File: src/rtl/bank_trk_pkg.sv
package bank_trk_pkg;

  typedef enum logic [2:0] {
    CMD_NOP = 3'd0,
    CMD_ACT = 3'd1,
    CMD_RD  = 3'd2,
    CMD_WR  = 3'd3,
    CMD_PRE = 3'd4
  } cmd_e;

  // value a down-counter is loaded with so that it reaches zero
  // exactly lim cycles after the loading edge
  function automatic int unsigned reload_of(int unsigned lim);
    return (lim == 0) ? 0 : lim - 1;
  endfunction

  // bits needed to hold reload_of(lim)
  function automatic int unsigned cnt_bits(int unsigned lim);
    return (lim < 3) ? 1 : $clog2(lim);
  endfunction

endpackage

File: src/rtl/bank_state.sv
module bank_state
  import bank_trk_pkg::*;
#(
  parameter int unsigned ROW_W      = 14,
  parameter int unsigned T_RCD      = 3,
  parameter int unsigned T_RC       = 8,
  parameter int unsigned BURST_CLKS = 4
) (
  input  logic             clk,
  input  logic             srst,
  input  logic             act_go,
  input  logic             acc_go,
  input  logic             ap_go,
  input  logic             pre_go,
  input  logic [ROW_W-1:0] row_i,
  output logic             open_o,
  output logic [ROW_W-1:0] row_o,
  output logic             rcd_done_o,
  output logic             rc_done_o,
  output logic             ap_busy_o,
  output logic             ap_close_o
);

  localparam int unsigned RCD_W = cnt_bits(T_RCD);
  localparam int unsigned RC_W  = cnt_bits(T_RC);
  localparam int unsigned AP_W  = cnt_bits(BURST_CLKS);
  localparam logic [RCD_W-1:0] RCD_LD = RCD_W'(reload_of(T_RCD));
  localparam logic [RC_W-1:0]  RC_LD  = RC_W'(reload_of(T_RC));
  localparam logic [AP_W-1:0]  AP_LD  = AP_W'(reload_of(BURST_CLKS));

  logic             open_q;
  logic [ROW_W-1:0] row_q;
  logic [RCD_W-1:0] rcd_q;
  logic [RC_W-1:0]  rc_q;
  logic [AP_W-1:0]  ap_q;
  logic             busy_q;

  assign ap_close_o = busy_q && (ap_q == '0);
  assign open_o     = open_q;
  assign row_o      = row_q;
  assign rcd_done_o = (rcd_q == '0);
  assign rc_done_o  = (rc_q == '0);
  assign ap_busy_o  = busy_q;

  always_ff @(posedge clk) begin
    if (srst) begin
      open_q <= 1'b0;
      row_q  <= '0;
      rcd_q  <= '0;
      rc_q   <= '0;
      ap_q   <= '0;
      busy_q <= 1'b0;
    end else begin
      if (act_go) begin
        open_q <= 1'b1;
        row_q  <= row_i;
        rcd_q  <= RCD_LD;
        rc_q   <= RC_LD;
      end else begin
        if (rcd_q != '0) rcd_q <= rcd_q - 1'b1;
        if (rc_q != '0)  rc_q  <= rc_q - 1'b1;
      end
      if (pre_go) open_q <= 1'b0;
      if (acc_go && ap_go) begin
        busy_q <= 1'b1;
        ap_q   <= AP_LD;
      end else if (busy_q) begin
        if (ap_q == '0) begin
          busy_q <= 1'b0;
          open_q <= 1'b0;
        end else begin
          ap_q <= ap_q - 1'b1;
        end
      end
    end
  end


  open_row_chk: assert property (@(posedge clk) disable iff (srst)
    act_go |=> (open_o && row_o == $past(row_i)));


  ap_close_chk: assert property (@(posedge clk) disable iff (srst)
    ap_close_o |=> (!open_o && !ap_busy_o));

  if (T_RC > 1) begin : g_rc_chk

    rc_hold_chk: assert property (@(posedge clk) disable iff (srst)
      act_go |=> !rc_done_o);
  end

  if (T_RCD > 1) begin : g_rcd_chk

    rcd_hold_chk: assert property (@(posedge clk) disable iff (srst)
      act_go |=> !rcd_done_o);
  end

endmodule

File: src/rtl/act_spacing.sv
module act_spacing
  import bank_trk_pkg::*;
#(
  parameter int unsigned BA_W  = 2,
  parameter int unsigned T_RRD = 2
) (
  input  logic            clk,
  input  logic            srst,
  input  logic            act_go,
  input  logic [BA_W-1:0] ba_i,
  output logic            rrd_ok_o
);

  localparam int unsigned RRD_W = cnt_bits(T_RRD);
  localparam logic [RRD_W-1:0] RRD_LD = RRD_W'(reload_of(T_RRD));

  logic [RRD_W-1:0] cnt_q;
  logic [BA_W-1:0]  last_q;
  logic             rrd_free;

  assign rrd_free = (cnt_q == '0);
  // the inter-bank spacing does not bind a repeat to the same bank
  assign rrd_ok_o = rrd_free || (ba_i == last_q);

  always_ff @(posedge clk) begin
    if (srst) begin
      cnt_q  <= '0;
      last_q <= '0;
    end else if (act_go) begin
      cnt_q  <= RRD_LD;
      last_q <= ba_i;
    end else if (cnt_q != '0) begin
      cnt_q <= cnt_q - 1'b1;
    end
  end

  if (T_RRD > 1) begin : g_rrd_chk

    rrd_hold_chk: assert property (@(posedge clk) disable iff (srst)
      act_go |=> !rrd_free);
  end

endmodule

File: src/rtl/cmd_judge.sv
module cmd_judge
  import bank_trk_pkg::*;
#(
  parameter int unsigned NUM_BANKS = 4,
  parameter int unsigned BA_W      = 2
) (
  input  logic [2:0]           cmd_i,
  input  logic [BA_W-1:0]      ba_i,
  input  logic                 ap_i,
  input  logic [NUM_BANKS-1:0] open_i,
  input  logic [NUM_BANKS-1:0] rcd_done_i,
  input  logic [NUM_BANKS-1:0] rc_done_i,
  input  logic [NUM_BANKS-1:0] ap_busy_i,
  input  logic                 rrd_ok_i,
  output logic                 ok_o,
  output logic                 illegal_o,
  output logic                 ap_go_o,
  output logic [NUM_BANKS-1:0] act_go_o,
  output logic [NUM_BANKS-1:0] acc_go_o,
  output logic [NUM_BANKS-1:0] pre_go_o
);

  logic is_act, is_col, is_pre, is_real;
  logic sel_open, sel_rcd, sel_rc, sel_busy;

  assign is_act  = (cmd_i == CMD_ACT);
  assign is_col  = (cmd_i == CMD_RD) || (cmd_i == CMD_WR);
  assign is_pre  = (cmd_i == CMD_PRE);
  assign is_real = is_act || is_col || is_pre;

  assign sel_open = open_i[ba_i];
  assign sel_rcd  = rcd_done_i[ba_i];
  assign sel_rc   = rc_done_i[ba_i];
  assign sel_busy = ap_busy_i[ba_i];

  always_comb begin
    if (is_act)      ok_o = !sel_open && sel_rc && rrd_ok_i;
    else if (is_col) ok_o = sel_open && sel_rcd && !sel_busy;
    else if (is_pre) ok_o = !sel_busy;
    else             ok_o = 1'b1;
  end

  assign illegal_o = is_real && !ok_o;
  assign ap_go_o   = is_col && ap_i;

  for (genvar b = 0; b < NUM_BANKS; b++) begin : g_go
    logic hit;
    assign hit         = ok_o && (ba_i == BA_W'(b));
    assign act_go_o[b] = hit && is_act;
    assign acc_go_o[b] = hit && is_col;
    assign pre_go_o[b] = hit && is_pre;
  end

endmodule

File: src/rtl/bank_act_tracker.sv
module bank_act_tracker
  import bank_trk_pkg::*;
#(
  parameter int unsigned NUM_BANKS  = 4,
  parameter int unsigned ADDR_W     = 14,
  parameter int unsigned AP_BIT     = 10,
  parameter int unsigned T_RCD      = 3,
  parameter int unsigned T_RC       = 8,
  parameter int unsigned T_RRD      = 2,
  parameter int unsigned BURST_CLKS = 4
) (
  input  logic                      clk,
  input  logic                      srst,
  input  logic [2:0]                cmd_i,
  input  logic [$clog2(NUM_BANKS)-1:0] ba_i,
  input  logic [ADDR_W-1:0]         addr_i,
  output logic                      cmd_ok_o,
  output logic                      viol_o,
  output logic [NUM_BANKS-1:0]      bank_open_o,
  output logic [ADDR_W-1:0]         sel_row_o
);

  localparam int unsigned BA_W = $clog2(NUM_BANKS);

  logic [NUM_BANKS-1:0] open_v, rcd_v, rc_v, busy_v, close_v;
  logic [NUM_BANKS-1:0] act_go_v, acc_go_v, pre_go_v;
  logic [ADDR_W-1:0]    row_v [NUM_BANKS];
  logic                 ap_go, rrd_ok, illegal, viol_q;

  cmd_judge #(.NUM_BANKS(NUM_BANKS), .BA_W(BA_W)) judge_i (
    .cmd_i      (cmd_i),
    .ba_i       (ba_i),
    .ap_i       (addr_i[AP_BIT]),
    .open_i     (open_v),
    .rcd_done_i (rcd_v),
    .rc_done_i  (rc_v),
    .ap_busy_i  (busy_v),
    .rrd_ok_i   (rrd_ok),
    .ok_o       (cmd_ok_o),
    .illegal_o  (illegal),
    .ap_go_o    (ap_go),
    .act_go_o   (act_go_v),
    .acc_go_o   (acc_go_v),
    .pre_go_o   (pre_go_v)
  );

  act_spacing #(.BA_W(BA_W), .T_RRD(T_RRD)) spacing_i (
    .clk      (clk),
    .srst     (srst),
    .act_go   (|act_go_v),
    .ba_i     (ba_i),
    .rrd_ok_o (rrd_ok)
  );

  for (genvar b = 0; b < NUM_BANKS; b++) begin : g_bank
    bank_state #(
      .ROW_W(ADDR_W), .T_RCD(T_RCD), .T_RC(T_RC), .BURST_CLKS(BURST_CLKS)
    ) bank_i (
      .clk        (clk),
      .srst       (srst),
      .act_go     (act_go_v[b]),
      .acc_go     (acc_go_v[b]),
      .ap_go      (ap_go),
      .pre_go     (pre_go_v[b]),
      .row_i      (addr_i),
      .open_o     (open_v[b]),
      .row_o      (row_v[b]),
      .rcd_done_o (rcd_v[b]),
      .rc_done_o  (rc_v[b]),
      .ap_busy_o  (busy_v[b]),
      .ap_close_o (close_v[b])
    );
  end

  always_ff @(posedge clk) begin
    if (srst) viol_q <= 1'b0;
    else      viol_q <= illegal;
  end

  assign viol_o      = viol_q;
  assign bank_open_o = open_v;
  assign sel_row_o   = row_v[ba_i];


  col_needs_open_chk: assert property (@(posedge clk) disable iff (srst)
    (cmd_ok_o && (cmd_i == CMD_RD || cmd_i == CMD_WR)) |-> bank_open_o[ba_i]);


  viol_pulse_chk: assert property (@(posedge clk) disable iff (srst)
    viol_o |-> $past(cmd_i != CMD_NOP && !cmd_ok_o));


  refused_keeps_open_chk: assert property (@(posedge clk) disable iff (srst)
    (illegal && close_v == '0) |=> $stable(bank_open_o));


  nop_always_ok_chk: assert property (@(posedge clk) disable iff (srst)
    (cmd_i == CMD_NOP) |-> cmd_ok_o);


  one_act_per_cycle_chk: assert property (@(posedge clk) disable iff (srst)
    $onehot0(act_go_v | acc_go_v | pre_go_v));

endmodule

File: config.mk
export PLATFORM = sky130hd
export DESIGN_NAME = bank_act_tracker
export DESIGN_NICKNAME = d
export VERILOG_FILES = /design/src/rtl/bank_trk_pkg.sv /design/src/rtl/bank_state.sv /design/src/rtl/act_spacing.sv /design/src/rtl/cmd_judge.sv /design/src/rtl/bank_act_tracker.sv
export SDC_FILE = /design/constraint.sdc
export NUM_CORES = 1
export LEC_CHECK = 0
export ABC_AREA = 1
export BUFFER_PORTS_ARGS = -buffer_cell sky130_fd_sc_hd__buf_2
export CORE_MARGIN = 3
export CORE_UTILIZATION = 59
export DETAILED_ROUTE_END_ITERATION = 10
export GPL_TIMING_DRIVEN = 0
export MAX_ROUTING_LAYER = met4
export PLACE_DENSITY = 0.85
export SLEW_MARGIN = 20
export SYNTH_ARGS = -nofsm -noshare
export SYNTH_HDL_FRONTEND = slang
export SYNTH_SLANG_ARGS = --single-unit
File: constraint.sdc
create_clock -name clk -period 2.4 [get_ports clk]
set_input_delay 0.12 -clock clk [delete_from_list [all_inputs] [get_ports clk]]
set_output_delay 0.12 -clock clk [all_outputs]
set_load 0.005 [all_outputs]
==> impl_metrics.toml, run 1 <==
[worst_setup_path]
endpoint_kind = "output pin"
crit_slowest_cell = "nor2_1"
crit_fanout = 10
worst-path-buf-inv = 3
crit_required_ns = 2.28
cp_cell_sequence = "inv_1 > ha_1 > inv_1 > nor2_1 > o21ai_4 > nor2_4 > nand2_4 > nand2_4 > buf_2"
path_class = "register to output pin"
arrival_ns = 2.10
max_stage_delay_ns = 0.40
startpoint_type = "register"
crit_family = "simple AND/OR/NAND/NOR gates"

[job]
maxCapViolCount = 0

[routing]
wl_met2_um = 5340
vias = 4072
viasPerCell = 5.56
drt-met1-wl_um = 4610
dr_wl_met3_um = 845
topRoutingLayerUsed = "met4"
drtPass1Iterations = 5
drt_iter0_markers = 341
drc = 0
ant_nets = 0
wirelength_um = 11200
wl_per_cell_um = 15.3

[global_route]
grt_first_pass_wirelength_um = 18800
grt_pass1_vias = 3996
grt_max_degree = 17
grt-ovfl-total = 0
antenna_found_initial = 0
track_usage = 0.282

[synth]
async_reset_ff_frac = 0
synth_top_flop_cell = "dfxtp_1"
ys_top_cells_by_area = "dfxtp_1, a21oi_1, inv_1"
synthesis.area_um2 = 4520
synth_top_area_frac = 0.425
synth_cells = 580
synth_fp_nets = 613
avgSynthCellArea_um2 = 7.80
yosys.area.top_type = "dfxtp_1"
yosysUniqueCellTypes = 36
yosys_warnings = 0
ys_seq_area_frac = 0.425
ys_ff_latch = 96
synth_edf_count = 0

[finish]
final_common_cell = "inv_1"
fill_cells = 595
drive_gt1_frac = 0.148
antennaDiodeCount = 0
final_nets = 661
area_delta_synth_final_pct = 11.7
finalInstanceArea_um2 = 5050
layout_common_cells = "inv_1, dfxtp_1, a21oi_1"

[power]
p_switching_mw = 1.10
p_per_area_nw_per_um2 = 726
pwr-share-seq = 0.476
max-vdd-ir-drop_uv = 369
swShare = 0.300
p_leak_nw = 2.16
combPwrFrac = 0.206
power.share.clock = 0.318
internal_power_mw = 2.57

[place]
place_area_um2 = 4830
pre_cts_slack_ns = 0.252
post-dp-hpwl_um = 7860
portBuffers = 37
place_congestion = 0.917

[sta]
slew_violations = 0
worst_slack_ns = 0.180
finalSetupTns_ns = 0
finalCritPeriodShare = 0.925
final_hold_viol_count = 0
fmax_mhz = 450
setup_viol = 0
hold_slack_ns = 0.0414
post-route-min-period_ns = 2.22
rsz0062_at_grt = "false"
fin_skew_ns = 0.00905
relSlewSlack = 0.572
tightest_slew_ns = 0.642

[floorplanning]
rows = 31
dieArea_um2 = 8750
start_util = 0.617
fp.coreArea_um2 = 7330
die_h_um = 93.6
io_pins = 41
dieWidth_um = 93.6

[clock_network]
clkSinkCount = 96
cts-buffers-inserted = 9
post_cts_resized = 0
cts_max_level = 3
max-clock-path-buffers = 2
hold_buffers = 0
clk_latency_ns = 0.37
post_cts_buffers = 0
cts_tree = "done"
clk_pin_slew_ns = 0.10
cts_root_buf = "clkbuf_8"

[run_status]
status = "completed"

[hold_path]
hold_path.class = "input pin to register"
-- Yosys cell counts (3+ instances only) --
| cell type | number |
|---|---|
| a21oi_1 | 91 |
| a22oi_1 | 13 |
| buf_2 | 6 |
| buf_4 | 4 |
| buf_6 | 8 |
| clkbuf_1 | 13 |
| dfxtp_1 | 96 |
| ha_1 | 12 |
| inv_1 | 103 |
| inv_6 | 3 |
| nand2_1 | 88 |
| nand2_4 | 4 |
| nand3_1 | 28 |
| nand4_1 | 4 |
| nor2_1 | 9 |
| nor2_8 | 3 |
| o21ai_0 | 30 |
| o21ai_1 | 22 |
| o221ai_1 | 13 |
| xor2_1 | 11 |
-- layer usage --
metal,track usage,up-vias
met3,0.0571,36
met5,-,-
met1,0.344,1889
li1,-,1981
met4,0.148,0
met2,0.441,166
-- state kept, by name, summed over array words and instances (netlist names) --
signal and cells:
g_bank.bank_i.ap_busy_o 4, g_bank.bank_i.ap_q 8, g_bank.bank_i.open_o 4, g_bank.bank_i.rc_q 12, g_bank.bank_i.rcd_q 8, g_bank.bank_i.row_o 56
spacing_i.cnt_q 1, spacing_i.last_q 2, viol_o 1
-- worst paths after layout --
path                              from                        end  slack (ns)  cells after the start
min                          addr_i[5]  g_bank[0].bank_i.row_o[5]        0.04                      3
max           g_bank[0].bank_i.rc_q[0]                   cmd_ok_o        0.18                      9
min reg2reg  g_bank[1].bank_i.row_o[0]  g_bank[1].bank_i.row_o[0]        0.45                      2
max reg2reg   g_bank[0].bank_i.rc_q[0]  g_bank[1].bank_i.row_o[6]        0.24                     10
-- stage by stage --
stage,power (mW),utilization,instances
final,3.67,0.689,732
after global routing,3.88,0.689,732
after CTS,3.68,0.689,732
after detailed placement,2.53,0.659,716
after global placement,2.47,0.659,716
after floorplan,2.33,-,580
-- worst register-to-register path, cell delays in order, from the launching register on --
cell	delay [ns]
dfxtp_1	0.33
inv_1	0.08
ha_1	0.14
inv_1	0.05
nor2_1	0.40
o21ai_4	0.12
nor2_4	0.19
nand3_4	0.14
clkbuf_1	0.26
o21ai_0	0.26
a21oi_1	0.07
-- power groups by stage --
stage	combinational (mW)	clock [mW]	sequential [mW]
floorplan	0.562	0	1.77
global placement	0.690	0	1.78
detailed placement	0.746	0	1.78
CTS	0.753	1.18	1.75
global route	0.864	1.25	1.76
finish	0.756	1.17	1.75
-- kinds of logic after synthesis --
kind of cell,Yosys count,synth area share
multiplexers,1,0.00249
adder cells (fa/ha/maj),12,0.0332
AO/OA/AOI/OAI,173,0.214
AND/OR/NAND/NOR,143,0.158
buffers and inverters,144,0.147
flip-flops,96,0.425
XOR/XNOR,11,0.0213
-- area by class of cell --
type                            instances  area [um^2]  share of cell area
Multi-Input combinational cell        340         1940               0.384
Inverter                              109          427              0.0844
Clock inverter                          6         92.6              0.0183
Tap cell                               99          124              0.0245
Timing Repair Buffer                   37          185              0.0367
Clock buffer                           10          128              0.0253
Buffer                                 35          236              0.0468
Sequential cell                        96         1920               0.380
(Power assumes the default switching activity.)
==> inputs of run 2 (changes only) <==
CELL_PAD_IN_SITES_DETAIL_PLACEMENT = 1   (was not set)
CELL_PAD_IN_SITES_GLOBAL_PLACEMENT = 2   (was not set)
CORE_UTILIZATION = 35   (was 59)
==> impl_metrics.toml, run 2 (synthesis results as in run 1) <==
[clock_network]
clk_latency_ns = 0.35
clk_pin_slew_ns = 0.07
hold_buffers = 0
cts_root_buf = "clkbuf_16"
cts_max_level = 3
cts_tree = "done"
clkSinkCount = 96
cts-buffers-inserted = 9
max-clock-path-buffers = 2

[routing]
ant_nets = 0
wl_met2_um = 6350
viasPerCell = 4.98
dr_wl_met3_um = 351
wirelength_um = 13200
vias = 3987
drt-met1-wl_um = 6260
topRoutingLayerUsed = "met4"
drtPass1Iterations = 4
drc = 0
wl_per_cell_um = 16.5
drt_iter0_markers = 134

[floorplanning]
dieWidth_um = 120
die_h_um = 120
rows = 40
dieArea_um2 = 14300
start_util = 0.367
fp.coreArea_um2 = 12300
io_pins = 41

[hold_path]
whs_path_depth = 3
hold_start = "addr_i[4]"
hold_path.class = "input pin to register"
holdPathEnd = "g_bank[0].bank_i.row_o[4]"

[sta]
setup_viol = 0
finalCritPeriodShare = 0.851
post-route-min-period_ns = 2.04
hold_slack_ns = 0.0637
fin_skew_ns = 0.00858
slew_violations = 0
relSlewSlack = 0.576
final_hold_viol_count = 0
tightest_slew_ns = 0.636
rsz0062_at_grt = "false"
fmax_mhz = 490
finalSetupTns_ns = 0
worst_slack_ns = 0.358

[finish]
antennaDiodeCount = 0
layout_common_cells = "inv_1, dfxtp_1, a21oi_1"
finish.utilization = 0.427
largest_register_ffs = 56
final_common_cell = "inv_1"
stdcell_count = 801
fill_cells = 1564
final_nets = 661
area_delta_synth_final_pct = 16.2
drive_gt1_frac = 0.150
finalInstanceArea_um2 = 5260

[global_route]
track_usage = 0.202
antenna_found_initial = 0
grt_max_degree = 16
grt_first_pass_wirelength_um = 22100
grt_pass1_vias = 4225
grt-ovfl-total = 0

[place]
portBuffers = 37
place_congestion = 0.790
dp_cells = 785
post-dp-hpwl_um = 9550
pre_cts_slack_ns = 0.180
place_area_um2 = 4920

[power]
swShare = 0.278
max-vdd-ir-drop_uv = 321
combPwrFrac = 0.182
p_switching_mw = 1.15
power.total_mw = 4.14
pwr-share-seq = 0.423
power.share.clock = 0.395
p_leak_nw = 2.22
internal_power_mw = 2.99
p_per_area_nw_per_um2 = 788

[worst_setup_path]
r2r_cells = 10
arrival_ns = 1.92
path_class = "register to output pin"
timing.rr.end = "g_bank[1].bank_i.row_o[4]"
endpoint_kind = "output pin"
r2r-start = "g_bank[0].bank_i.rc_q[0]"
crit_required_ns = 2.28
crit_fanout = 10
worst-r2r-setup-slack_ns = 0.37
startpoint_type = "register"

[run_status]
status = "completed"

[job]
maxCapViolCount = 0
[run 2: cell types whose count changed in the layout (fill, tap and decap cells not counted), sizes merged]
cell and delta:
inv -1, bufinv +1
[run 2: layer usage]
layer	track usage	vias up
met3	0.0306	16
li1	-	1974
met2	0.327	56
met5	-	-
met4	0.0723	0
met1	0.259	1941
[run 2: final cells by class]
class,count,area (um^2),share of cell area
Multi-Input combinational cell,340,1940,0.369
Inverter,109,427,0.0812
Sequential cell,96,1920,0.366
Buffer,35,236,0.0450
Timing Repair Buffer,37,185,0.0352
Clock buffer,10,229,0.0436
Clock inverter,6,108,0.0205
Tap cell,168,210,0.0400
[run 2: power groups by stage]
| stage | Sequential [mW] | Clock [mW] | Combinational (mW) |
|---|---|---|---|
| floorplan | 1.77 | 0 | 0.562 |
| global placement | 1.78 | 0 | 0.714 |
| detailed placement | 1.79 | 0 | 0.763 |
| CTS | 1.75 | 1.67 | 0.769 |
| global route | 1.76 | 1.73 | 0.891 |
| finish | 1.75 | 1.64 | 0.755 |
[run 2: worst max-delay path: stages, from the launching register on]
cell	delay (ns)
dfxtp_1	0.33
inv_1	0.08
ha_1	0.14
inv_1	0.05
nor2_2	0.27
o21ai_4	0.11
nor2_4	0.18
nand2_4	0.13
nand2_4	0.15
buf_2	0.13
[run 2: how the worst max path moves through the flow]
stage	end	from	depth (start not counted)	slack, ns
floorplan	g_bank[2].bank_i.row_o[13]	g_bank[0].bank_i.rc_q[0]	12	0.64
global placement	g_bank[1].bank_i.row_o[12]	g_bank[0].bank_i.rc_q[0]	10	0.28
detailed placement	g_bank[1].bank_i.row_o[4]	g_bank[0].bank_i.rc_q[0]	10	0.18
CTS	cmd_ok_o	g_bank[0].bank_i.rc_q[0]	9	0.14
global route	g_bank[1].bank_i.row_o[7]	g_bank[0].bank_i.rc_q[0]	10	0.08
finish	cmd_ok_o	g_bank[0].bank_i.rc_q[0]	9	0.36
[run 2: timing repair]
action                     in CTS  in global routing
gates resized for setup         0                  1
buffers inserted                0                  0
setup endpoints to repair       0                 17
